[src/rtl/byte_alu_pkg.sv]
// Shared widths, flag bit positions and operation codes for the byte ALU.
// Assumes an eight-bit datapath split into two four-bit nibbles.
package byte_alu_pkg;
    localparam int DW = 8;
    localparam int NW = DW / 2;
    localparam int FW = 8;

    localparam int FC = 7;
    localparam int FZ = 6;
    localparam int FS = 5;
    localparam int FV = 4;
    localparam int FD = 3;
    localparam int FH = 2;

    localparam logic [DW-1:0] BCD_HI  = 8'h60;
    localparam logic [DW-1:0] BCD_LO  = 8'h06;
    localparam logic [DW-1:0] BCD_MAX = 8'h99;
    localparam logic [NW-1:0] NIB_MAX = 4'h9;

    localparam logic [4:0] OP_ADD   = 5'h00;
    localparam logic [4:0] OP_ADC   = 5'h01;
    localparam logic [4:0] OP_SUB   = 5'h02;
    localparam logic [4:0] OP_SBC   = 5'h03;
    localparam logic [4:0] OP_OR    = 5'h04;
    localparam logic [4:0] OP_AND   = 5'h05;
    localparam logic [4:0] OP_TCM   = 5'h06;
    localparam logic [4:0] OP_TM    = 5'h07;
    localparam logic [4:0] OP_CP    = 5'h0A;
    localparam logic [4:0] OP_XOR   = 5'h0B;
    localparam logic [4:0] OP_INC   = 5'h10;
    localparam logic [4:0] OP_DEC   = 5'h11;
    localparam logic [4:0] OP_CLR   = 5'h12;
    localparam logic [4:0] OP_COM   = 5'h13;
    localparam logic [4:0] OP_ROTL  = 5'h14;
    localparam logic [4:0] OP_ROTLC = 5'h15;
    localparam logic [4:0] OP_ROTR  = 5'h16;
    localparam logic [4:0] OP_ROTRC = 5'h17;
    localparam logic [4:0] OP_SRA   = 5'h18;
    localparam logic [4:0] OP_SWAP  = 5'h19;
    localparam logic [4:0] OP_DAJ   = 5'h1A;
    localparam logic [4:0] OP_CCF   = 5'h1B;
    localparam logic [4:0] OP_SCF   = 5'h1C;
    localparam logic [4:0] OP_RCF   = 5'h1D;
endpackage

[src/rtl/byte_alu_addsub.sv]
// Adder/subtractor shared by add, subtract, compare, increment, decrement.
// Produces the result with carry/borrow out of the top bit and of the low
// nibble, plus signed overflow. Purely combinational.
module byte_alu_addsub
    import byte_alu_pkg::*;
(
    input  logic [DW-1:0] a,
    input  logic [DW-1:0] b,
    input  logic          cin,
    input  logic          sub,
    output logic [DW-1:0] r,
    output logic          c,
    output logic          h,
    output logic          v
);
    logic [DW:0] wide;
    logic [NW:0] half;

    // Full-width and low-nibble sums or differences; the extra bit is carry/borrow.
    always_comb begin
        if (sub) begin
            wide = {1'b0, a} - {1'b0, b} - {{DW{1'b0}}, cin};
            half = {1'b0, a[NW-1:0]} - {1'b0, b[NW-1:0]} - {{NW{1'b0}}, cin};
        end else begin
            wide = {1'b0, a} + {1'b0, b} + {{DW{1'b0}}, cin};
            half = {1'b0, a[NW-1:0]} + {1'b0, b[NW-1:0]} + {{NW{1'b0}}, cin};
        end
    end

    // Result, carries and signed overflow by operand and result signs.
    always_comb begin
        r = wide[DW-1:0];
        c = wide[DW];
        h = half[NW];
        if (sub)
            v = (a[DW-1] != b[DW-1]) && (r[DW-1] != a[DW-1]);
        else
            v = (a[DW-1] == b[DW-1]) && (r[DW-1] != a[DW-1]);
    end
endmodule

[src/rtl/byte_alu_shift.sv]
// Single-operand bit manipulation: complement, rotates, arithmetic shift,
// nibble swap and decimal adjust. Assumes the caller supplies the current
// C, D and H flags. Purely combinational; unrelated codes pass d through.
module byte_alu_shift
    import byte_alu_pkg::*;
(
    input  logic [4:0]    op,
    input  logic [DW-1:0] d,
    input  logic          cf,
    input  logic          df,
    input  logic          hf,
    output logic [DW-1:0] r,
    output logic          c
);
    logic          fix_hi;
    logic          fix_lo;
    logic [DW-1:0] adj;

    // Decimal-adjust correction term chosen by the direction flag D.
    always_comb begin
        if (!df) begin
            fix_hi = cf || (d > BCD_MAX);
            fix_lo = hf || (d[NW-1:0] > NIB_MAX);
        end else begin
            fix_hi = cf;
            fix_lo = hf;
        end
        adj = (fix_hi ? BCD_HI : '0) | (fix_lo ? BCD_LO : '0);
    end

    // Per-operation result and outgoing carry.
    always_comb begin
        r = d;
        c = cf;
        case (op)
            OP_COM:   r = ~d;
            OP_ROTL:  begin r = {d[DW-2:0], d[DW-1]}; c = d[DW-1]; end
            OP_ROTLC: begin r = {d[DW-2:0], cf};      c = d[DW-1]; end
            OP_ROTR:  begin r = {d[0], d[DW-1:1]};    c = d[0];    end
            OP_ROTRC: begin r = {cf, d[DW-1:1]};      c = d[0];    end
            OP_SRA:   begin r = {d[DW-1], d[DW-1:1]}; c = d[0];    end
            OP_SWAP:  begin r = {d[NW-1:0], d[DW-1:NW]}; c = 1'b0; end
            OP_DAJ: begin
                r = df ? (d - adj) : (d + adj);
                c = df ? cf : fix_hi;
            end
            default: ;
        endcase
    end
endmodule

[src/rtl/byte_alu_flagreg.sv]
// Clocked flags byte. A direct write beats an ALU update; an ALU update
// changes only the bits its mask selects. Synchronous active-low reset to 0.
module byte_alu_flagreg
    import byte_alu_pkg::*;
(
    input  logic          clk,
    input  logic          rst_n,
    input  logic          fw_en,
    input  logic [FW-1:0] fw_data,
    input  logic          upd,
    input  logic [FW-1:0] mask,
    input  logic [FW-1:0] nf,
    output logic [FW-1:0] q
);
    for (genvar i = 0; i < FW; i++) begin : g_bit
        // One flag bit: reset, direct write, or masked update.
        always_ff @(posedge clk) begin
            if (!rst_n)
                q[i] <= 1'b0;
            else if (fw_en)
                q[i] <= fw_data[i];
            else if (upd && mask[i])
                q[i] <= nf[i];
        end
    end

    a_r1_reset_clears: assert property (@(posedge clk) !rst_n |=> q == '0);
    a_r13_direct_wins: assert property (@(posedge clk) disable iff (!rst_n)
        fw_en |=> q == $past(fw_data));
    a_r13_idle_holds: assert property (@(posedge clk) disable iff (!rst_n)
        (!fw_en && !upd) |=> $stable(q));
endmodule

[src/rtl/byte_alu.sv]
// Byte ALU top: decodes the operation, routes operands to the add/sub and
// bit-manipulation units, forms the result, write-enable and per-operation
// flag mask, and owns the flags register. Assumes op codes from the package.
module byte_alu
    import byte_alu_pkg::*;
(
    input  logic          clk,
    input  logic          rst_n,
    input  logic [4:0]    op,
    input  logic [DW-1:0] dst,
    input  logic [DW-1:0] src,
    input  logic          upd,
    output logic [DW-1:0] res,
    output logic          res_we,
    input  logic          fl_we,
    input  logic [FW-1:0] fl_wdata,
    output logic [FW-1:0] flags
);
    logic [DW-1:0] as_b, as_r, bo_r, r;
    logic          as_cin, as_sub, as_c, as_h, as_v, bo_c, we_op;
    logic [FW-1:0] mask, nf;

    // Operand routing for the adder/subtractor.
    always_comb begin
        as_b   = src;
        as_cin = 1'b0;
        as_sub = 1'b0;
        case (op)
            OP_ADC: as_cin = flags[FC];
            OP_SUB, OP_CP: as_sub = 1'b1;
            OP_SBC: begin as_sub = 1'b1; as_cin = flags[FC]; end
            OP_INC: as_b = DW'(1);
            OP_DEC: begin as_b = DW'(1); as_sub = 1'b1; end
            default: ;
        endcase
    end

    byte_alu_addsub u_addsub (
        .a(dst), .b(as_b), .cin(as_cin), .sub(as_sub),
        .r(as_r), .c(as_c), .h(as_h), .v(as_v)
    );

    byte_alu_shift u_shift (
        .op(op), .d(dst), .cf(flags[FC]), .df(flags[FD]), .hf(flags[FH]),
        .r(bo_r), .c(bo_c)
    );

    // Result, write-enable, new flag values and the mask of flags each op owns.
    always_comb begin
        r     = dst;
        we_op = 1'b0;
        mask  = '0;
        nf    = flags;
        case (op)
            OP_ADD, OP_ADC, OP_SUB, OP_SBC: begin
                r = as_r; we_op = 1'b1;
                mask = FW'((1 << FC) | (1 << FZ) | (1 << FS) | (1 << FV) | (1 << FD) | (1 << FH));
                nf[FC] = as_c; nf[FV] = as_v; nf[FH] = as_h; nf[FD] = as_sub;
            end
            OP_CP: begin
                r = as_r;
                mask = FW'((1 << FC) | (1 << FZ) | (1 << FS) | (1 << FV));
                nf[FC] = as_c; nf[FV] = as_v;
            end
            OP_OR, OP_AND, OP_XOR, OP_COM, OP_TM, OP_TCM: begin
                case (op)
                    OP_OR:   r = dst | src;
                    OP_AND:  r = dst & src;
                    OP_XOR:  r = dst ^ src;
                    OP_TM:   r = dst & src;
                    OP_TCM:  r = ~dst & src;
                    default: r = bo_r;
                endcase
                we_op = (op != OP_TM) && (op != OP_TCM);
                mask = FW'((1 << FZ) | (1 << FS) | (1 << FV));
                nf[FV] = 1'b0;
            end
            OP_INC, OP_DEC: begin
                r = as_r; we_op = 1'b1;
                mask = FW'((1 << FZ) | (1 << FS) | (1 << FV));
                nf[FV] = as_v;
            end
            OP_CLR: begin r = '0; we_op = 1'b1; end
            OP_ROTL, OP_ROTLC, OP_ROTR, OP_ROTRC, OP_SRA, OP_SWAP: begin
                r = bo_r; we_op = 1'b1;
                mask = FW'((1 << FC) | (1 << FZ) | (1 << FS) | (1 << FV));
                nf[FC] = bo_c;
                nf[FV] = (op == OP_SRA || op == OP_SWAP) ? 1'b0 : (bo_r[DW-1] ^ dst[DW-1]);
            end
            OP_DAJ: begin
                r = bo_r; we_op = 1'b1;
                mask = FW'((1 << FC) | (1 << FZ) | (1 << FS));
                nf[FC] = bo_c;
            end
            OP_CCF: begin mask = FW'(1 << FC); nf[FC] = ~flags[FC]; end
            OP_SCF: begin mask = FW'(1 << FC); nf[FC] = 1'b1; end
            OP_RCF: begin mask = FW'(1 << FC); nf[FC] = 1'b0; end
            default: ;
        endcase
        nf[FZ] = (r == '0);
        nf[FS] = r[DW-1];
    end

    assign res    = r;
    assign res_we = upd && we_op;

    byte_alu_flagreg u_flags (
        .clk(clk), .rst_n(rst_n), .fw_en(fl_we), .fw_data(fl_wdata),
        .upd(upd), .mask(mask), .nf(nf), .q(flags)
    );

    a_r12_carry_only: assert property (@(posedge clk) disable iff (!rst_n)
        (upd && !fl_we && (op == OP_CCF || op == OP_SCF || op == OP_RCF))
        |=> flags[FC-1:0] == $past(flags[FC-1:0]));
    a_r5_logic_clears_v: assert property (@(posedge clk) disable iff (!rst_n)
        (upd && !fl_we && (op == OP_OR || op == OP_AND || op == OP_XOR || op == OP_COM))
        |=> !flags[FV] && flags[FC] == $past(flags[FC]));
    a_r10_swap_zero_cv: assert property (@(posedge clk) disable iff (!rst_n)
        (upd && !fl_we && op == OP_SWAP) |=> !flags[FC] && !flags[FV]);
    a_r3_sub_sets_d: assert property (@(posedge clk) disable iff (!rst_n)
        (upd && !fl_we && (op == OP_SUB || op == OP_SBC)) |=> flags[FD]);
    a_r13_user_bits: assert property (@(posedge clk) disable iff (!rst_n)
        (upd && !fl_we) |=> flags[1:0] == $past(flags[1:0]));
    a_r6_test_no_write: assert property (@(posedge clk) disable iff (!rst_n)
        (op == OP_TM || op == OP_TCM || op == OP_CP) |-> !res_we);
endmodule

[config.mk]
export PLATFORM = sky130hd
export DESIGN_NAME = byte_alu
export DESIGN_NICKNAME = d
export VERILOG_FILES = /design/src/rtl/byte_alu_pkg.sv /design/src/rtl/byte_alu_addsub.sv /design/src/rtl/byte_alu_shift.sv /design/src/rtl/byte_alu_flagreg.sv /design/src/rtl/byte_alu.sv
export SDC_FILE = /design/constraint.sdc
export NUM_CORES = 1
export LEC_CHECK = 0
export ABC_AREA = 1
export BUFFER_PORTS_ARGS = -buffer_cell sky130_fd_sc_hd__buf_2
export CORE_MARGIN = 5
export CORE_UTILIZATION = 35
export CTS_CLUSTER_DIAMETER = 40
export CTS_CLUSTER_SIZE = 25
export DETAILED_ROUTE_END_ITERATION = 8
export PLACE_DENSITY = 0.58
export SYNTH_ARGS = -nofsm -noshare
export SYNTH_HDL_FRONTEND = slang
export SYNTH_SLANG_ARGS = --single-unit
[constraint.sdc]
create_clock -name clk -period 3 [get_ports clk]
set_input_delay 0.3 -clock clk [delete_from_list [all_inputs] [get_ports clk]]
set_output_delay 0.3 -clock clk [all_outputs]
set_load 0.01 [all_outputs]
# Yosys cells after proc, flatten, opt, wreduce, memory -nomap -nowiden
# Index checks and enable logic that the tools add are counted.
# op_classes
n_reduce_logical	44
add_sub_neg	10
mux	34
bitwise_logic	8
n_lt_le_gt_ge	2
eq_ne	30
# ops
cell	count
5-bit == test (second input constant)	14
8-bit case mux with 4 select lines	2
8-bit case mux with 8 select lines	1
8-bit case mux with 5 select lines	1
7-bit OR reduction	3
5-bit by 3-bit == test with 1-bit output (second input constant)	4
1-bit two-way mux	19
8-bit AND	2
8-bit two-way mux	2
8-bit OR	2
2-bit nonzero test	7
14-bit OR reduction	1
6-bit OR reduction	2
5-bit by 2-bit == test with 1-bit output (second input constant)	2
5-bit by 4-bit == test with 1-bit output (second input constant)	2
1-bit logical AND	10
5-bit by 3-bit inequality test with 1-bit output (second input constant)	2
8-bit by 8-bit adder with 9-bit output	1
9-bit by 1-bit adder with 9-bit output	1
9-bit two-way mux	1
8-bit by 8-bit subtractor with 9-bit output	1
9-bit by 1-bit subtractor with 9-bit output	1
8-bit adder	1
8-bit greater-than comparator (second input constant)	1
other kinds (35)	45
# totals
inputBits	33
register_bits	8
output_inout_bits	17
elab_cells	136

# Logic depth before layout (Yosys ltp)
# Gate-level depths: netlist of run 1.
# depth
word_depth	13
depth_mapped	22
depth_no_buf	22

# Modules after synthesis
# Synthesis of run 1 repeated with hierarchy kept, for this count alone.
# hier_totals
cells_unflattened	705
area_unflattened_um2	3774.9
# modules_own_cells
module	area_each_um2	n_inst	seq_area_each_um2	cells_per_inst
byte_alu	1257.5	1	0.0	265
byte_alu_addsub	1006.0	1	0.0	160
byte_alu_shift	960.9	1	0.0	185
byte_alu_flagreg	550.5	1	160.2	95

# Worst setup path after synthesis of run 1
# OpenSTA, ideal clock, no wires.
# synth_timing
path_kind	input -> output
from	input port op[4]
to	output port res[5]
setup_slack_ns	0.036
t_required_ns	2.700
arrival_time_ns	2.664
stages	19
n_path_buf	1
cell_sequence	buf_2 nand2_2 inv_1 nand2_1 inv_1 nor2_1 inv_1 fa_1 inv_1 ha_1 or2_2 nand2_1 nand3_1 xnor2_1 nand2_1 nand3_1 nand3_1 nand2_1 inv_1
# synth_between
elab_chain_cells	7
word_cells_on_any_way	39
# synth_lines
element	line_no	text
from (decl)	byte_alu.sv:9	input logic [4:0] op,
5-bit == test	byte_alu.sv:28, byte_alu.sv:54	
2-bit OR reduction (no line)	--	
8-bit two-way mux	byte_alu.sv:28	case (op)
8-bit by 8-bit adder with 9-bit output or 8-bit by 8-bit subtractor with 9-bit output (tied branches)	byte_alu_addsub.sv:25, byte_alu_addsub.sv:22	
9-bit by 1-bit adder with 9-bit output or 9-bit by 1-bit subtractor with 9-bit output (tied branches)	byte_alu_addsub.sv:25, byte_alu_addsub.sv:22	
9-bit two-way mux	byte_alu_addsub.sv:21	if (sub) begin
8-bit case mux with 4 select lines (*)	byte_alu.sv:54	case (op)
to (decl)	byte_alu.sv:13	output logic [DW-1:0] res,
# Mark *: on every way between the ends. The rest lies on a longest branch, timed or not.

# Worst setup path in the final report of run 1
# layout_timing
from	input port op[2]
to	output port res[4]
# Same word-level chain as after synthesis.

==> impl_metrics.yaml, run 1 <==
logic_synthesis:
  syn_nets: 691
  avgSynthCellArea_sq_um: 5.43
  dominantRegCellSynth: "dfxtp_1"
  syn_inst: 616
  yosysWarnings: 0
  ys_async_sr_fraction_pct: 0
  synth_area_sq_um: 3340
  ys_seq_area_share_pct: 4.79
  synth.distinct_cells: 42
  synth_edf_count: 0
  ys_seq_elements: 8
timing:
  skew_ps: 1.80
  worst_slew_pin_slew_ps: 558
  finalMaxSlewViolations: 0
  finalCritPeriodShare_pct: 98.0
  timing.final.ws_setup_ps: 59.7
  fin_crit_ps: 2940
  worst_hold_slack_ps: 299
  max_slew_margin_pct: 62.6
  hold_viol: 0
  fmax_mhz: 340
  rsz0062_at_grt: "true"
  final-setup-viol-count: 0
detailed_routing:
  drc_errors: 0
  drt_iter0_drc: 340
  vias: 4544
  routed.top_layer: "met4"
  dr_wl_met3_um: 793
  met2_length_um: 6670
  avgViaCountPerCell: 5.19
  drtAntennaViolNets: 0
  routedWlPerCell_um: 15.6
  wl_met1_um: 5720
  drt_wl_total_um: 13700
  firstDrtPassIters: 6
placed_design:
  dpl_worst_slack_ps: -269
  hpwl_um: 10700
  routabilityCongestion: 0.972
  dp.cells: 849
  portBuffers: 49
flow_run:
  drv_cap: 0
worst_hold_path:
  hold_class: "input pin to flip-flop"
global_routing:
  grt_pass1_wl_um: 21400
  grt_overflow: 0
  antenna_found_initial: 0
  grt_max_degree: 15
  grt_pass1_vias: 4453
  grt.total_usage_pct: 22.6
setup_path:
  slowest_delay_ps: 460
  worstPathArrival_ps: 2640
  cp_max_fo: 3
  critPathBufInv: 6
  cpMostUsedCell: "nand2_1"
  required_ps: 2700
  cpMaxStageDelayCell: "fa_1"
  path_cells: "buf_6 > inv_4 > nand2_4 > inv_6 > nand2_4 > nor3_4 > fa_2 > inv_1 > fa_1 > o21ai_1 > nand3b_1 > nand2_1 > nand2_1 > nand3_2 > nand2_1 > nor2_1 > inv_1 > buf_2"
  crit_type: "input pin to output port"
  cp-end-kind: "output port"
  critPathTopFamily: "simple AND/OR/NAND/NOR gates"
  crit_path_start_kind: "input pin"
floorplan:
  dieArea_sq_um: 11600
  core_sq_um: 9280
  rows: 35
  die_h_um: 108
  die_x_um: 108
  ios: 50
  start_util_pct: 36.0
finish:
  nNetsFinal: 824
  layout-area-overhead-vs-synth_pct: 46.3
  largest_register_ffs: 8
  fillers: 966
  reg_top3: "u_flags.q x8"
  drive_gt1_share_pct: 35.9
  final_cell_mix: "nand2_1, buf_4, inv_1"
  final_util_pct: 52.7
  top_register: "u_flags.q"
  n_antenna_cell: 0
  instances_no_fill: 876
  final_common_cell: "nand2_1"
clock_network:
  clock_latency_ps: 230
  cts_tree: "done"
  path_clk_slew_ps: 40
  root_buffer: "clkbuf_8"
  clock-sinks: 8
  clock_path_buffers: 2
  h-tree-depth: 1
  numCtsBuffers: 3
  hold_buffers: 0
pwr:
  p_per_area_nw_per_um2: 259
  power.switching_mw: 0.616
  p_clk_share_pct: 10.3
  p_int_mw: 0.649
  peakVddDrop_v: 0.000159
  p_sw_share_pct: 48.7
  p_comb_share_pct: 80.2
  p_leak_nw: 2.58
  seqPwrFrac_pct: 9.4
outcome:
  run_status: "finished, final reports clean"
-- worst reg2reg max path, cell delays in order (launching register included) --
cell	delay (ps)
dfxtp_2	330
inv_2	70
nor3_4	160
inv_2	60
fa_2	390
fa_2	390
inv_2	80
nand4_1	100
nand3_2	100
nor2_1	60
o21ai_2	130
nand3_1	80
nand2_1	90
nor2_2	50
buf_4	130
buf_4	120
buf_4	120
buf_4	120
nand4_1	90
a21oi_1	70
-- through the flow --
stage / setup TNS [ps] / area, sq um / power, mW
after floorplan: 0 / 3340 / 0.603
after global placement: -1370 / 4200 / 0.904
after detailed placement: -1420 / 4200 / 0.907
after CTS: 0 / 4470 / 1.10
after global routing: -347 / 4890 / 1.38
final: 0 / 4890 / 1.27
-- cells in the mapped netlist (5+ instances only) --
master	number	area share, %
nand3_1	63	9.4
clkbuf_1	8	0.90
nor2_2	7	1.3
nand2_2	7	1.3
inv_2	12	1.3
o21ai_0	31	4.6
inv_1	88	9.9
ha_1	38	14
a21oi_1	28	4.2
dfxtp_1	8	4.8
nand2_1	169	19
nand4_1	12	2.2
xor2_1	7	1.8
nand3_2	6	1.8
nor2_1	75	8.4
nor3_1	5	0.75
-- worst paths after layout --
| kind | cells past startpoint | slack [ps] | to | startpoint |
|---|---|---|---|---|
| hold / removal | 3 | 300 | u_flags.q[1]$_SDFFE_PN0P_ | fl_wdata[1] |
| setup reg to reg | 19 | 160 | u_flags.q[6]$_SDFFE_PN0P_ | u_flags.q[7]$_SDFFE_PN0P_ |
| setup / recovery | 18 | 60 | res[4] | op[2] |
| hold reg to reg | 2 | 470 | u_flags.q[4]$_SDFFE_PN0P_ | u_flags.q[4]$_SDFFE_PN0P_ |
-- power by group through the flow --
stage / Sequential (mW) / Clock (mW) / Combinational, mW
after floorplan: 0.123 / 0 / 0.480
after global routing: 0.120 / 0.142 / 1.11
after global placement: 0.120 / 0 / 0.784
after CTS: 0.119 / 0.133 / 0.851
after detailed placement: 0.120 / 0 / 0.786
final: 0.119 / 0.131 / 1.02
-- per-layer routing --
| metal | vias up | track usage [%] |
|---|---|---|
| met5 | - | 0 |
| met2 | 166 | 40.2 |
| met3 | 45 | 1.74 |
| met1 | 2086 | 28.6 |
| met4 | 0 | 7.75 |
| li1 | 2247 | - |
-- logic make-up (layout without fill, tap and decap cells) --
kind of cell | count (synthesis) | after routing | synth area share (%)
xor gates and xnor gates | 11 | 11 | 2.88
and+or+nand+nor | 359 | 359 | 48.4
DFF | 8 | 8 | 4.79
buffers and inverters | 115 | 246 | 13.6
adders and majority gates | 42 | 42 | 16.6
AOI/OAI and AO/OA | 81 | 81 | 13.8
-- what timing repair did --
item / in CTS / in global routing
gates resized for setup: 38 / 90
pin swaps: 19 / 55
setup endpoints to repair: 7 / 10
setup buffers: 15 / 11
-- cell type report --
cell class                      count  area [sq um]  share of cell area, %
Multi-Input combinational cell    493          3140                   64.1
Timing Repair Buffer              142           992                   20.3
Clock buffer                        3          41.3                  0.844
Sequential cell                     8           161                   3.30
Tap cell                          129           161                   3.30
Inverter                          101           400                   8.18
Note: power is estimated with default switching activity, not from simulation.
==> run 2: changes to the inputs <==
Settings changed: RECOVER_POWER set to 100.
==> run 2 against run 1 <==
Compared with the run above: clock power hardly changed; critical path depth stayed put; via count is 0.22% lower; global-route usage stayed put; maximum frequency is 0.18% lower; die area stayed put; highest routed layer unchanged.
==> impl_metrics.yaml, run 2 (synthesized netlist as in run 1, its figures left out) <==
outcome:
  run_status: "finished, final reports clean"
global_routing:
  grt_pass1_wl_um: 21400
  antenna_found_initial: 0
  grt.total_usage_pct: 22.6
  grt_pass1_vias: 4453
  grt_max_degree: 15
  grt_overflow: 0
placed_design:
  portBuffers: 49
  routabilityCongestion: 0.972
  placed_cell_area_sq_um: 4200
  hpwl_um: 10700
worst_hold_path:
  hold-path-cell-count: 3
  min_to: "u_flags.q[1]$_SDFFE_PN0P_"
  hold_class: "input pin to flip-flop"
  worstHoldStart: "fl_wdata[1]"
finish:
  final_common_cell: "nand2_1"
  largest_register_ffs: 8
  reg_top3: "u_flags.q x8"
  drive_gt1_share_pct: 34.8
  nNetsFinal: 824
  layout-area-overhead-vs-synth_pct: 46.0
  final_cell_mix: "nand2_1, buf_4, inv_1"
  fin_area_sq_um: 4880
  n_antenna_cell: 0
  top_register: "u_flags.q"
clock_network:
  cts_tree: "done"
  clock-sinks: 8
  path_clk_slew_ps: 40
  numCtsBuffers: 3
  clock_latency_ps: 230
  root_buffer: "clkbuf_8"
  h-tree-depth: 1
  clock_path_buffers: 2
  hold_buffers: 0
pwr:
  total_power_mw: 1.26
  p_leak_nw: 2.55
  p_per_area_nw_per_um2: 259
  peakVddDrop_v: 0.000159
floorplan:
  rows: 35
  die_x_um: 108
  start_util_pct: 36.0
  die_h_um: 108
  ios: 50
  dieArea_sq_um: 11600
  core_sq_um: 9280
setup_path:
  worstPathArrival_ps: 2650
  cpMostUsedCell: "nand2_1"
  rr_worst_depth: 20
  cp-end-kind: "output port"
  cpMaxStageDelayCell: "fa_1"
  regToRegStartpoint: "u_flags.q[3]$_SDFFE_PN0P_"
  critPathTopFamily: "simple AND/OR/NAND/NOR gates"
  cp_max_fo: 3
  crit_type: "input pin to output port"
  path_cells: "buf_6 > inv_4 > nand2_4 > inv_6 > nand2_4 > nor3_4 > fa_2 > inv_1 > fa_1 > o21ai_1 > nand3b_1 > nand2_1 > nand2_1 > nand3_2 > nand2_1 > nor2_1 > inv_1 > buf_2"
  slowest_delay_ps: 460
  rrSetupSlack_ps: 160
  crit_path_start_kind: "input pin"
  rr_endpoint: "u_flags.q[6]$_SDFFE_PN0P_"
  critPathBufInv: 6
  required_ps: 2700
timing:
  fin_crit_ps: 2950
  fmax_mhz: 339
  worst_slew_pin_slew_ps: 554
  hold_viol: 0
  finalMaxSlewViolations: 0
  skew_ps: 2.16
  max_slew_margin_pct: 62.9
  finalCritPeriodShare_pct: 98.2
  rsz0062_at_grt: "true"
  final-setup-viol-count: 0
detailed_routing:
  vias: 4534
  wl_met1_um: 5750
  drt_wl_total_um: 13700
  met2_length_um: 6680
  routed.top_layer: "met4"
  drt_iter0_drc: 344
  avgViaCountPerCell: 5.18
  routedWlPerCell_um: 15.6
  dr_wl_met3_um: 757
  firstDrtPassIters: 5
  drc_errors: 0
  drtAntennaViolNets: 0
flow_run:
  drv_cap: 0
-- run 2: worst max-delay path by stage --
stage / endpoint / slack, ps / from / depth (start not counted)
floorplan: res[5] / 40 / op[4] / 19
global placement: res[7] / -260 / op[2] / 22
finish: res[4] / 50 / op[2] / 18
global route: res[4] / -80 / op[2] / 18
detailed placement: res[7] / -270 / op[2] / 22
CTS: res[6] / 10 / op[3] / 23
-- run 2: routing by layer --
metal	vias up	global-route usage, %
met2	162	40.2
met1	2082	28.6
met4	0	7.75
met5	-	0
met3	43	1.74
li1	2247	-
-- run 2: stage by stage --
stage / setup WS [ps] / hold WS, ps / TNS (ps) / instances / util, %
floorplan: 36.0 / 435 / 0 / 616 / -
global placement: -258 / 454 / -1370 / 849 / 45.2
detailed placement: -269 / 469 / -1420 / 849 / 45.2
CTS: 10.8 / 294 / 0 / 865 / 48.1
global route: -84.1 / 301 / -353 / 876 / 52.6
finish: 54.4 / 299 / 0 / 876 / 52.6
-- run 2: worst register-to-register path: cells and delay by family, from the launching register on --
family / cells / cell delay, ps
simple gates: 11 / 970
buf+inv: 6 / 820
fa+ha+maj: 1 / 350
flops: 1 / 330
compound gates: 2 / 260
-- run 2: layout make-up --
cell class	instances	area [sq um]
Sequential cell	8	161
Timing Repair Buffer	142	982
Fill cell	973	4400
Inverter	101	400
Multi-Input combinational cell	493	3140
Clock buffer	3	41.3
Tap cell	129	161
-- run 2: what timing repair did --
action                                  4_1_cts  5_1_grt
buffers inserted                             15       11
resized for setup                            38       90
cloned                                        0        0
pin swaps                                    19       55
endpoints found under the setup margin        7       10
-- run 2: power by group --
group	internal (mW)	switching, mW
logic	0.446	0.568
clock network	0.0871	0.0438
registers	0.115	0.00492
==> run 3: changes to the inputs <==
Settings changed: RECOVER_POWER 100 to not set, SETUP_SLACK_MARGIN set to 0.3.
==> run 3 against run 2 <==
Compared with the run above: setup slack got worse by 11 ps; clock-buffer cell count did not move; critical path type is now flip-flop to output port; global-route usage fell by 0.32 points; routed wire length fell by 2.3%; die area did not move; final cell count fell by 1.4%; largest cell class unchanged; largest power group unchanged; via count fell by 1.1%; final area rose by 1.1%.
==> impl_metrics.yaml, run 3 (synthesized netlist as in run 1, its figures left out) <==
worst_hold_path:
  hold-path-cell-count: 3
  min_to: "u_flags.q[0]$_SDFFE_PN0P_"
  worstHoldStart: "fl_wdata[0]"
  hold_class: "input pin to flip-flop"
detailed_routing:
  routedWlPerCell_um: 15.5
  drt_wl_total_um: 13400
  drtAntennaViolNets: 0
  vias: 4484
  firstDrtPassIters: 5
  drc_errors: 0
  avgViaCountPerCell: 5.19
  drt_iter0_drc: 238
global_routing:
  grt_max_degree: 15
  grt.total_usage_pct: 22.3
  antenna_found_initial: 0
  grt_overflow: 0
  grt_pass1_wl_um: 21000
  grt_pass1_vias: 4387
clock_network:
  clock-sinks: 8
  numCtsBuffers: 3
  clock_path_buffers: 2
  clock_latency_ps: 230
  path_clk_slew_ps: 40
  cts_tree: "done"
  root_buffer: "clkbuf_8"
  h-tree-depth: 1
floorplan:
  die_h_um: 108
  rows: 35
  die_x_um: 108
  ios: 50
  dieArea_sq_um: 11600
  core_sq_um: 9280
  start_util_pct: 36.0
finish:
  final_common_cell: "nand2_1"
  top_register: "u_flags.q"
  nNetsFinal: 812
  largest_register_ffs: 8
  layout-area-overhead-vs-synth_pct: 47.5
  final_cell_mix: "nand2_1, inv_1, buf_4"
  reg_top3: "u_flags.q x8"
  n_antenna_cell: 0
  fillers: 972
  drive_gt1_share_pct: 35.8
timing:
  hold_viol: 0
  rsz0062_at_grt: "true"
  fin_crit_ps: 2960
  max_slew_margin_pct: 63.0
  final-setup-viol-count: 0
  worst_slew_pin_slew_ps: 553
  skew_ps: 8.28
  timing.final.ws_setup_ps: 43.4
  finalCritPeriodShare_pct: 98.6
  finalMaxSlewViolations: 0
  fmax_mhz: 338
  tns_ps: 0
pwr:
  peakVddDrop_v: 0.000119
  p_leak_nw: 2.58
  p_per_area_nw_per_um2: 258
setup_path:
  rr_endpoint: "u_flags.q[6]$_SDFFE_PN0P_"
  rr_worst_depth: 18
  cp_max_fo: 3
  required_ps: 2700
  worstPathArrival_ps: 2660
  cp-end-kind: "output port"
  crit_path_start_kind: "flip-flop"
  regToRegStartpoint: "u_flags.q[7]$_SDFFE_PN0P_"
  crit_type: "flip-flop to output port"
  rrSetupSlack_ps: 240
flow_run:
  drv_cap: 0
placed_design:
  portBuffers: 49
  routabilityCongestion: 0.926
  dpl_worst_slack_ps: -205
  hpwl_um: 10700
outcome:
  run_status: "finished, final reports clean"
[run 3: what timing repair did]
item,CTS,global route
endpoints found under the hold margin,0,0
pin swaps,57,45
setup buffers,16,7
hold buffers,0,0
setup endpoints to repair,11,12
gates cloned,0,0
gates resized for setup,74,60
[run 3: final cells by class]
type | instances | area [sq um] | share of cell area [%]
multi-input combinational | 493 | 3190 | 64.6
timing repair buffer | 130 | 983 | 19.9
inverter | 101 | 400 | 8.11
sequential | 8 | 161 | 3.27
tap | 129 | 161 | 3.27
clock buffer | 3 | 41.3 | 0.837
[run 3: report_power, final]
part / switching, mW / leakage (nW) / internal, mW
registers: 0.00581 / 0.0665 / 0.115
clock network: 0.0416 / 0.0216 / 0.0868
logic: 0.566 / 2.49 / 0.457
[run 3: how the worst max path moves through the flow]
| stage | end | start | cells after the start |
|---|---|---|---|
| 6_report | res[7] | u_flags.q[7]$_SDFFE_PN0P_ | 17 |
| 5_1_grt | res[6] | dst[1] | 21 |
| 4_1_cts | res[6] | dst[2] | 21 |
| 3_5_place_dp | u_flags.q[6]$_SDFFE_PN0P_ | op[2] | 22 |
| 3_3_place_gp | u_flags.q[6]$_SDFFE_PN0P_ | op[2] | 22 |
| 2_1_floorplan | res[6] | op[4] | 17 |
[run 3: worst max-delay path, stage by stage, from the launching register on]
cell and delay (ps):
dfxtp_2 350, inv_4 50, nor3_4 200, buf_4 140, fa_2 470, ha_4 190
buf_6 100, o21ai_2 110, nand2_1 90, nand2_1 90, nand2_1 50, nand2_1 70
nand3_2 90, nand3_2 80, nand3_2 80, nand2_2 90, inv_2 50, buf_6 120
[run 3: per-stage QoR]
stage | hold slack (ps) | instances | power [mW] | util (%) | cell area, sq um
2_1_floorplan | 435 | 616 | 0.625 | - | 3440
3_3_place_gp | 457 | 838 | 0.905 | 45.1 | 4180
3_5_place_dp | 476 | 838 | 0.913 | 45.1 | 4180
4_1_cts | 305 | 857 | 1.16 | 49.9 | 4630
5_1_grt | 313 | 864 | 1.38 | 53.2 | 4930
6_report | 306 | 864 | 1.27 | 53.2 | 4930
[run 3: per-layer routing]
| metal | wire length [um] | track usage [%] | vias up |
|---|---|---|---|
| met5 | 0 | 0 | - |
| met4 | 360 | 5.77 | 0 |
| met3 | 854 | 2.58 | 34 |
| met2 | 6570 | 39.8 | 158 |
| met1 | 5600 | 28.3 | 2068 |
| li1 | - | - | 2224 |
